File: config.mk
export PLATFORM = sky130hd
export DESIGN_NAME = irqv_top
export DESIGN_NICKNAME = d
export VERILOG_FILES = /design/src/rtl/irqv_pkg.sv /design/src/rtl/irqv_chan.sv /design/src/rtl/irqv_vecreg.sv /design/src/rtl/irqv_top.sv
export SDC_FILE = /design/constraint.sdc
export NUM_CORES = 1
export LEC_CHECK = 0
export BUFFER_PORTS_ARGS = -buffer_cell sky130_fd_sc_hd__buf_2
export CORE_MARGIN = 1.5
export CORE_UTILIZATION = 50
export DETAILED_ROUTE_END_ITERATION = 7
export MAX_ROUTING_LAYER = met4
export PLACE_DENSITY = 0.8
export SLEW_MARGIN = 20
export SYNTH_ARGS = -nofsm -noshare
export SYNTH_HDL_FRONTEND = slang
export SYNTH_SLANG_ARGS = --single-unit
File: constraint.sdc
create_clock -name clk -period 2.8 [get_ports clk]
set_clock_uncertainty 0.15 [all_clocks]
set_input_delay 0 -clock clk [delete_from_list [all_inputs] [get_ports clk]]
set_output_delay 0 -clock clk [all_outputs]
set_load 0.02 [all_outputs]
File: src/rtl/irqv_pkg.sv
`timescale 1ns/1ps
package irqv_pkg;
    localparam int VEC_W  = 8;
    localparam int PEND_W = 8;
    localparam int NUM_CH = 2;

    // Service state: bit 1 = receive in service, bit 0 = transmit in service
    typedef enum logic [1:0] {
        S_IDLE  = 2'b00,
        S_TX    = 2'b01,
        S_RX    = 2'b10,
        S_RX_TX = 2'b11
    } svc_e;

    typedef enum logic [2:0] {
        E_NONE,
        E_RX,
        E_RD,
        E_TXE,
        E_WR,
        E_CLRTX,
        E_RST
    } evt_e;

    typedef enum logic [1:0] {
        K_HOLD,
        K_NONE,
        K_RX,
        K_TX
    } kind_e;

    function automatic logic [VEC_W-1:0] vec_code(input logic chan_b, input kind_e k, input logic hi);
        logic [VEC_W-1:0] c;
        c = '0;
        unique case (k)
            K_NONE:  c = hi ? VEC_W'(8'h60) : VEC_W'(8'h06);
            K_RX:    c = chan_b ? (hi ? VEC_W'(8'h20) : VEC_W'(8'h04))
                                : (hi ? VEC_W'(8'h30) : VEC_W'(8'h0C));
            K_TX:    c = chan_b ? VEC_W'(8'h00)
                                : (hi ? VEC_W'(8'h10) : VEC_W'(8'h08));
            default: c = '0;
        endcase
        return c;
    endfunction
endpackage

File: src/rtl/irqv_chan.sv
`timescale 1ns/1ps
module irqv_chan
    import irqv_pkg::*;
#(
    parameter bit CHAN_B = 1'b0,
    parameter int VW     = VEC_W
) (
    input  logic          clk,
    input  logic          rst_n,
    input  logic          ev_rx,
    input  logic          ev_rd,
    input  logic          ev_txe,
    input  logic          ev_wr,
    input  logic          ev_clrtx,
    input  logic          ev_rst,
    input  logic          ev_brk,
    input  logic          tx_ie,
    input  logic [1:0]    rx_mode,
    input  logic          brk_ie,
    input  logic          status_hi,
    output logic          req,
    output logic          vec_we,
    output logic [VW-1:0] vec_val,
    output logic          pend_rx,
    output logic          pend_tx,
    output logic          pend_ext
);
    svc_e  st, st_nxt;
    evt_e  ev;
    kind_e kind;

    logic rx_pend, tx_pend, prx_q, ptx_q, brk_q;
    logic n_rx_pend, n_tx_pend, n_prx, n_ptx;
    logic rx_ius, tx_ius, n_rx_ius, n_tx_ius;

    // Event selection, highest priority first
    always_comb begin
        if (ev_rx)         ev = E_RX;
        else if (ev_rd)    ev = E_RD;
        else if (ev_txe)   ev = E_TXE;
        else if (ev_wr)    ev = E_WR;
        else if (ev_clrtx) ev = E_CLRTX;
        else if (ev_rst)   ev = E_RST;
        else               ev = E_NONE;
    end

    // Next-state and flag logic
    always_comb begin
        unique case (st)
            S_IDLE:  begin rx_ius = 1'b0; tx_ius = 1'b0; end
            S_TX:    begin rx_ius = 1'b0; tx_ius = 1'b1; end
            S_RX:    begin rx_ius = 1'b1; tx_ius = 1'b0; end
            S_RX_TX: begin rx_ius = 1'b1; tx_ius = 1'b1; end
            default: begin rx_ius = 1'b0; tx_ius = 1'b0; end
        endcase

        n_rx_ius  = rx_ius;
        n_tx_ius  = tx_ius;
        n_rx_pend = rx_pend;
        n_tx_pend = tx_pend;
        n_prx     = prx_q;
        n_ptx     = ptx_q;
        kind      = K_HOLD;

        unique case (ev)
            E_RX: begin
                n_rx_pend = 1'b1;
                n_rx_ius  = 1'b1;
                n_prx     = 1'b1;
                kind      = K_RX;
            end
            E_RD: begin
                n_rx_pend = 1'b0;
                n_rx_ius  = 1'b0;
                n_prx     = 1'b0;
                kind      = K_NONE;
                if (tx_pend) begin
                    n_tx_ius = 1'b1;
                    n_ptx    = prx_q ? (ptx_q | tx_ie) : (ptx_q | tx_ie);
                    kind     = K_TX;
                end
            end
            E_TXE: begin
                n_tx_pend = 1'b1;
                if (!rx_ius) begin
                    n_tx_ius = 1'b1;
                    n_ptx    = ptx_q | tx_ie;
                    kind     = K_TX;
                end
            end
            E_WR: begin
                n_tx_pend = 1'b0;
            end
            E_CLRTX: begin
                n_tx_pend = 1'b0;
                n_tx_ius  = 1'b0;
                n_ptx     = 1'b0;
                kind      = K_NONE;
                if (rx_pend) begin
                    n_rx_ius = 1'b1;
                    n_prx    = 1'b1;
                    kind     = K_RX;
                end
            end
            E_RST: begin
                if (rx_ius) begin
                    n_rx_ius = 1'b0;
                    if (tx_pend) begin
                        n_tx_ius = 1'b1;
                        n_ptx    = ptx_q | tx_ie;
                        kind     = K_TX;
                    end
                end else if (tx_ius) begin
                    n_tx_ius = 1'b0;
                end
            end
            default: ;
        endcase

        unique case ({n_rx_ius, n_tx_ius})
            2'b00:   st_nxt = S_IDLE;
            2'b01:   st_nxt = S_TX;
            2'b10:   st_nxt = S_RX;
            default: st_nxt = S_RX_TX;
        endcase
    end

    // State register
    always_ff @(posedge clk or negedge rst_n) begin
        if (!rst_n) begin
            st      <= S_IDLE;
            rx_pend <= 1'b0;
            tx_pend <= 1'b0;
            prx_q   <= 1'b0;
            ptx_q   <= 1'b0;
            brk_q   <= 1'b0;
        end else begin
            st      <= st_nxt;
            rx_pend <= n_rx_pend;
            tx_pend <= n_tx_pend;
            prx_q   <= n_prx;
            ptx_q   <= n_ptx;
            brk_q   <= brk_q | ev_brk;
        end
    end

    // Outputs
    always_comb begin
        vec_we   = (kind != K_HOLD);
        vec_val  = vec_code(CHAN_B, kind, status_hi);
        pend_rx  = prx_q;
        pend_tx  = ptx_q;
        pend_ext = brk_q & brk_ie;
        req      = (tx_ie & tx_pend)
                 | (((rx_mode == 2'b01) || (rx_mode == 2'b10)) & rx_pend)
                 | (brk_ie & brk_q);
    end

    // Assertions
    p_rx_enter_r3: assert property (@(posedge clk) disable iff (!rst_n)
        (ev == E_RX) |=> ((st == S_RX) || (st == S_RX_TX)) && rx_pend && pend_rx);

    p_tx_blocked_r4: assert property (@(posedge clk) disable iff (!rst_n)
        (ev == E_TXE) && rx_ius |=> (st == $past(st)) && tx_pend && $stable(pend_tx));

    p_rst_tx_only_r7: assert property (@(posedge clk) disable iff (!rst_n)
        (ev == E_RST) && (st == S_TX) |=> (st == S_IDLE));

    p_rd_reraise_r8: assert property (@(posedge clk) disable iff (!rst_n)
        (ev == E_RD) && tx_pend |=> (st == S_TX) && !rx_pend);

    p_clrtx_r9: assert property (@(posedge clk) disable iff (!rst_n)
        (ev == E_CLRTX) && !rx_pend |=> !tx_pend && !pend_tx && ((st == S_IDLE) || (st == S_RX)));

    p_wr_keeps_bit_r10: assert property (@(posedge clk) disable iff (!rst_n)
        (ev == E_WR) |=> !tx_pend && $stable(pend_tx) && $stable(st));

    p_brk_sticky_r11: assert property (@(posedge clk) disable iff (!rst_n)
        brk_q |=> brk_q);
endmodule

File: src/rtl/irqv_vecreg.sv
`timescale 1ns/1ps
module irqv_vecreg
    import irqv_pkg::*;
#(
    parameter int VW = VEC_W
) (
    input  logic          clk,
    input  logic          rst_n,
    input  logic          we_a,
    input  logic [VW-1:0] val_a,
    input  logic          we_b,
    input  logic [VW-1:0] val_b,
    output logic [VW-1:0] vec
);
    always_ff @(posedge clk or negedge rst_n) begin
        if (!rst_n)    vec <= '0;
        else if (we_a) vec <= val_a;
        else if (we_b) vec <= val_b;
    end

    p_a_wins_r6: assert property (@(posedge clk) disable iff (!rst_n)
        we_a && we_b |=> (vec == $past(val_a)));

    p_hold_r6: assert property (@(posedge clk) disable iff (!rst_n)
        !we_a && !we_b |=> $stable(vec));
endmodule

File: src/rtl/irqv_top.sv
`timescale 1ns/1ps
module irqv_top
    import irqv_pkg::*;
(
    input  logic              clk,
    input  logic              rst_n,
    input  logic [1:0]        rx_rdy,
    input  logic [1:0]        rd_strb,
    input  logic [1:0]        tx_mt,
    input  logic [1:0]        wr_strb,
    input  logic [1:0]        clr_tx_cmd,
    input  logic [1:0]        rst_svc_cmd,
    input  logic [1:0]        brk_det,
    input  logic [1:0]        tx_ie,
    input  logic [3:0]        rx_mode,
    input  logic [1:0]        brk_ie,
    input  logic              status_hi,
    output logic              irq,
    output logic [VEC_W-1:0]  vec,
    output logic [PEND_W-1:0] pend
);
    logic [NUM_CH-1:0] req, we, prx, ptx, pext;
    logic [VEC_W-1:0]  cv [NUM_CH];

    for (genvar g = 0; g < NUM_CH; g++) begin : g_ch
        irqv_chan #(.CHAN_B(g == 1), .VW(VEC_W)) u_chan (
            .clk       (clk),
            .rst_n     (rst_n),
            .ev_rx     (rx_rdy[g]),
            .ev_rd     (rd_strb[g]),
            .ev_txe    (tx_mt[g]),
            .ev_wr     (wr_strb[g]),
            .ev_clrtx  (clr_tx_cmd[g]),
            .ev_rst    (rst_svc_cmd[g]),
            .ev_brk    (brk_det[g]),
            .tx_ie     (tx_ie[g]),
            .rx_mode   (rx_mode[2*g +: 2]),
            .brk_ie    (brk_ie[g]),
            .status_hi (status_hi),
            .req       (req[g]),
            .vec_we    (we[g]),
            .vec_val   (cv[g]),
            .pend_rx   (prx[g]),
            .pend_tx   (ptx[g]),
            .pend_ext  (pext[g])
        );
    end

    irqv_vecreg #(.VW(VEC_W)) u_vec (
        .clk   (clk),
        .rst_n (rst_n),
        .we_a  (we[0]),
        .val_a (cv[0]),
        .we_b  (we[1]),
        .val_b (cv[1]),
        .vec   (vec)
    );

    assign irq  = |req;
    assign pend = {{(PEND_W-6){1'b0}}, prx[0], ptx[0], pext[0], prx[1], ptx[1], pext[1]};

    p_quiet_r2: assert property (@(posedge clk) disable iff (!rst_n)
        (tx_ie == 2'b00) && (brk_ie == 2'b00)
        && (rx_mode[1:0] != 2'b01) && (rx_mode[1:0] != 2'b10)
        && (rx_mode[3:2] != 2'b01) && (rx_mode[3:2] != 2'b10) |-> !irq);

    p_pend_hi_zero_r11: assert property (@(posedge clk) disable iff (!rst_n)
        pend[PEND_W-1:6] == '0);
endmodule

-- Word-level counts from Yosys, hierarchy flattened
Index checks and enable logic that the tools add are counted.
- mux-type cells: 66
- equal/unequal tests: 37
- bitwise logic cells: 14
- reduce and logical (&&, ||, !) cells: 34
- operators by type and width (kind ; count):
    3-bit 2-to-1 mux ; 12
    2-bit OR reduction ; 13
    8-bit one-hot mux with 3 select lines ; 1
    2-bit == test, second input constant ; 11
    2-bit 2-to-1 mux ; 10
    2-bit one-hot mux with 5 select lines ; 2
    3-bit == test, second input constant ; 6
    2-bit by 1-bit == test with 1-bit output, second input constant ; 8
    1-bit 2-to-1 mux ; 16
    8-bit 2-to-1 mux ; 2
    1-bit one-hot mux with 2 select lines ; 8
    1-bit one-hot mux with 4 select lines ; 4
    8-bit one-hot mux with 2 select lines ; 1
    2-bit nonzero test ; 7
    3-bit by 2-bit == test with 1-bit output, second input constant ; 4
    6-bit 2-to-1 mux ; 2
    1-bit one-hot mux with 3 select lines ; 4
    2-bit one-hot mux with 3 select lines ; 2
    2-bit zero test ; 4
    2-bit by 1-bit != test with 1-bit output, second input constant ; 4
    1-bit OR ; 8
    4-bit nonzero test ; 2
    7-bit 2-to-1 mux ; 1
    1-bit bitwise AND ; 6
    other kinds (7) ; 13
- output and inout bits: 17
- input port bits: 25
- register bits: 22
- logic and storage cells: 164

-- Logic depth before layout (Yosys ltp)
- word-level depth: 12
- mapped depth: 14
- mapped depth without buffers: 12

-- Modules after synthesis
Synthesis repeated with hierarchy kept, for this count alone.
- cells, all modules: 193
- area, all modules: 1684.1 um^2
- modules (own cells, without submodules) (module ; cells an instance ; area each (um^2) ; sequential area each (um^2) ; instances):
    irqv_chan at g_ch[1].u_chan ; 76 ; 673.1 ; 150.1 ; 1
    irqv_chan at g_ch[0].u_chan ; 79 ; 613.1 ; 150.1 ; 1
    irqv_vecreg ; 34 ; 372.9 ; 200.2 ; 1
    irqv_top ; 4 ; 25.0 ; 0.0 ; 1

-- Worst setup path after synthesis
Ideal clock, no wire load.
- path type: input -> register
- start: input wr_strb[1]
- end: register u_vec.vec[2]
- path buffers: 1
- stages on the path: 13
- arrival time: 2002 ps
- data required time: 2529 ps
- slack: 527 ps
- setup time: 121 ps
- cells stage by stage: or3b_1 > nor3b_1 > nor2_1 > inv_1 > ha_1 > clkbuf_1 > nand2_1 > o21a_1 > ha_1 > nor2b_1 > o21ai_0 > a21oi_1 > a22o_1
- word-level cells in the longest chain between the ends: 10
- elaborated cells on any way between the ends: 17
- those cells by class: eq/ne: 7; mux: 8; reduce/logical: 2
- ends and longest elaborated chain (item ; RTL line ; text):
    start, declared ; irqv_top.sv:10 ; input logic [1:0] wr_strb,
    3-bit 2-to-1 mux * ; irqv_chan.sv:41 ; else if (ev_wr) ev = E_WR;
    3-bit 2-to-1 mux * ; irqv_chan.sv:40 ; else if (ev_txe) ev = E_TXE;
    3-bit 2-to-1 mux * ; irqv_chan.sv:39 ; else if (ev_rd) ev = E_RD;
    3-bit 2-to-1 mux * ; irqv_chan.sv:38 ; if (ev_rx) ev = E_RX;
    3-bit == test, or another cell as far along ; irqv_chan.sv:65 ; unique case (ev)
    2-bit one-hot mux with 5 select lines * ; irqv_chan.sv:65 ;
    2-bit == test / 2-bit by 1-bit == test with 1-bit output (equally long branches) ; irqv_pkg.sv:35 ; unique case (k)
    8-bit one-hot mux with 2 select lines ; irqv_pkg.sv:35 ;
    8-bit 2-to-1 mux ; irqv_vecreg.sv:18 ; else if (we_b) vec <= val_b;
    8-bit 2-to-1 mux ; irqv_vecreg.sv:17 ; else if (we_a) vec <= val_a;
    end signal, assigned ; irqv_vecreg.sv:17 ;
    end signal, assigned ; irqv_vecreg.sv:18 ;
    end, declared ; irqv_vecreg.sv:13 ; output logic [VW-1:0] vec
Every way passes the cells marked *; elsewhere a longest branch is shown, timed or not. The select of a mux whose other input is x is not followed.
A chain may end at the register's enable or synchronous reset.

-- Final worst setup path
- start: input wr_strb[0]
- end: register u_vec.vec[5]
- word-level cells in the longest chain between the ends: 9
- elaborated cells on any way between the ends: 17
- those cells by class: eq/ne: 8; mux: 7; reduce/logical: 2
- ends and longest elaborated chain (item ; RTL line):
    3-bit 2-to-1 mux * ; irqv_chan.sv:41
    3-bit 2-to-1 mux * ; irqv_chan.sv:40
    3-bit 2-to-1 mux * ; irqv_chan.sv:39
    3-bit 2-to-1 mux * ; irqv_chan.sv:38
    3-bit == test, or another cell as far along ; irqv_chan.sv:65
    2-bit one-hot mux with 5 select lines * ; irqv_chan.sv:65
    2-bit == test / 2-bit by 1-bit == test with 1-bit output (equally long branches) ; irqv_pkg.sv:35
    8-bit one-hot mux with 3 select lines ; irqv_pkg.sv:35
    8-bit 2-to-1 mux ; irqv_vecreg.sv:17
Every way passes the cells marked *; elsewhere a longest branch is shown, timed or not.

==> impl_metrics.yaml <==
run_status:
  status: "complete, no violations"
finish:
  final_cell_area_mm2: 0.00169
  antenna_cells: 0
  nNetsFinal: 232
  syn2layout_area_growth_pct: 23.1
  drive_gt1_share_pct: 25.6
worst_setup_path:
  max_stage_delay_ns: 0.58
  r2r-start: "g_ch[1].u_chan.st[1]"
  crit_chain: "dlygate4sd3_1, buf_2, inv_1, a21oi_1, nor2_1, nor2_1, inv_1, ha_1, or4b_1, o221ai_4, mux2i_1, a22o_1"
  cp_slowest_cell: "or4b_1"
  path_depth: 12
  path_max_fanout: 8
  endpoint: "u_vec.vec[5]"
  end_kind: "register"
  cp-start-kind: "input pin"
  worstSetupStartpoint: "wr_strb[0]"
  reg2reg_slack_ns: 0.57
  crit_arrival_ns: 2.69
  reg2reg_to: "u_vec.vec[2]"
  cp.required_ns: 2.88
  crit_buf_inv: 4
  crit_type: "input pin to register"
  crit_family: "buffers and inverters"
  rr_worst_depth: 9
detailed_routing:
  via_per_inst: 5.78
  drt-pass1-iter-count: 4
  wirelength_um: 3200
  postRouteAntennaNets: 0
  vias: 1323
  drcViolationCount: 0
  drtIter0Drc: 60
  wire_per_inst_um: 14.0
worst_hold_path:
  hold_path_class: "input pin to async pin"
global_routing:
  grt_max_degree: 19
  grt-busiest-layer: "met2"
  globalRouteMet3Util_pct: 2.81
  grt_usage_pct: 21.1
  grt_pass1_vias: 1273
  gr-usage-met1_pct: 23.2
  grt_pass1_wl_um: 5240
  grt_antenna_before_repair: 0
  met2_usage_pct: 39.8
  overflow: 0
placement:
  io_buffers: 37
  dpl_cell_area_mm2: 0.00150
  hpwlAfterDp_um: 2360
  gp_congestion: 0.892
cts:
  cts_tree: "built"
  cts_sinks: 18
  worstSkewPairLatency_ns: 0.28
  root_buffer: "clkbuf_4"
  clk_pin_slew_ns: 0.11
  htree_levels: 1
  cts_buffers: 3
  clk_path_buf_depth: 2
sta:
  setup_viol: 0
  clock.fmax_mhz: 382
  slew_headroom_pct: 49.3
  slew_violations: 0
  setup_tns_ns: 0
  fin_crit_sh_pct: 93.4
  hold_viol_final: 0
  layout_min_cycle_time_ns: 2.62
  worstMarginPinSlew_ns: 0.742
yosys:
  synth-edff-count: 0
  synth_cell_types: 47
  asyncSetResetFlopFracSynth_pct: 100
  syn_inst: 156
  ys_ff_latch: 18
  synth_flop_cell: "dfrtp_1"
  yosysWarnings: 0
  seq_area_frac_synth_pct: 32.8
  syn_area_mm2: 0.00137
  syn_area_per_cell_um2: 8.80
power_and_ir_drop:
  power_density_mw_per_mm2: 450
  vdd_drop_max_mv: 0.294
  total_leakage_power_uw: 0.000767
die:
  die_h_um: 55.4
  dieArea_mm2: 0.00307
  core_region_area_mm2: 0.00254
  initial_core_util_pct: 53.9
  die_w_um: 55.4
  row_count: 18
  ios: 42
flow_run:
  maxCapViolations: 0
==> layout by cell type, fill, tap and decap left out, types with 2 or more instances in the layout <==
master,n
mux2i_1,3
nor3_1,2
nor3b_1,3
buf_4,2
a21o_1,2
nand2b_1,2
nand3_1,4
and2_1,3
o211ai_1,2
or2_2,2
o21ai_0,4
inv_2,2
buf_2,37
nand3b_1,2
a21oi_1,11
o21ai_1,4
ha_1,6
dfrtp_1,18
nor2_1,14
nand2_1,4
clkbuf_4,3
o22a_1,2
dlygate4sd3_1,13
or4b_1,3
a31oi_1,3
nor2b_1,3
or3_1,3
o22ai_1,2
conb_1,4
inv_1,9
o32ai_1,2
a22o_1,5
xor2_1,2
o21a_1,2
==> cell families after synthesis <==
group	share of synthesized area [%]
mux	2.19
xor+xnor	1.28
flops	32.8
simple gates	20.8
other cells	0.273
buf+inv	10.8
compound gates	25.5
fa+ha+maj	6.38
==> worst min-delay path by stage <==
stage / to / slack, ns / cells after the start
4_1_cts: g_ch[1].u_chan.pend_tx / 0.02 / 3
5_1_grt: g_ch[1].u_chan.pend_rx / 0.03 / 4
3_5_place_dp: u_vec.vec[3] / -0.20 / 1
3_3_place_gp: u_vec.vec[3] / -0.20 / 1
6_report: g_ch[1].u_chan.rx_pend / 0.01 / 2
2_1_floorplan: g_ch[0].u_chan.brk_q / -0.45 / 0
==> report_power, final <==
part	internal, uW	switching [uW]
clock network	79.1	78.9
logic	119	149
registers	297	37.4
total	495	265
==> cell type report <==
cell class / instances / area (um^2)
fill: 213 / 856
multi-input combinational: 114 / 793
sequential: 18 / 450
timing repair buffer: 52 / 330
inverter: 11 / 41.3
tap: 30 / 37.5
clock buffer: 4 / 36.3
==> state kept, by name (all words and copies together) (netlist names) <==
register and count:
g_ch.u_chan.brk_q 2, g_ch.u_chan.pend_rx 2, g_ch.u_chan.pend_tx 2, g_ch.u_chan.rx_pend 2, g_ch.u_chan.st 2, g_ch.u_chan.tx_pend 2
u_vec.vec 6
==> metrics by stage <==
stage / util (%) / hold slack, ns / total power (uW) / std cells / worst slack [ns]
2_1_floorplan: - / -0.446 / 521 / 159 / 0.527
3_3_place_gp: 58.9 / -0.198 / 574 / 210 / 0.419
3_5_place_dp: 58.9 / -0.197 / 583 / 210 / 0.324
4_1_cts: 65.5 / 0.0150 / 755 / 227 / 0.215
5_1_grt: 66.4 / 0.0298 / 808 / 229 / -0.0505
6_report: 66.4 / 0.0125 / 759 / 229 / 0.184
==> per-layer routing <==
metal  part of all wire [%]  routed length, um
met5                      0                  0
met4                   0.91                 29
met3                    3.5                112
met2                     53               1710
met1                     42               1350
==> cells in the mapped netlist (2+ instances only) <==
cell type  instances  area, um^2
nand3_1            4        20.0
buf_4             10        75.1
dfrtp_1           18         450
a31oi_1            3        18.8
o32ai_1            2        17.5
o22ai_1            2        12.5
inv_1              9        33.8
o22a_1             2        17.5
or3_1              3        18.8
or2_2              2        12.5
a21oi_1           11        55.1
mux2i_1            3        30.0
o21a_1             2        15.0
nor2_1            14        52.6
nor3b_1            4        30.0
a22o_1             5        43.8
xor2_1             2        17.5
or4b_1             3        30.0
nand3b_1           2        15.0
a21o_1             2        15.0
nor2b_1            3        18.8
ha_1               7        87.6
nand2_1            4        15.0
nor3_1             2        10.0
and2_1             3        18.8
o211ai_1           2        15.0
clkbuf_1           4        15.0
o21ai_1            4        20.0
inv_2              2        7.51
nand2b_1           2        12.5
o21ai_0            4        20.0
==> what timing repair did <==
action,in CTS,in global routing
gates resized for setup,0,2
setup endpoints to repair,0,2
hold buffers,13,0
buffers inserted,0,2
endpoints found under the hold margin,34,0
(Power assumes the default switching activity.)
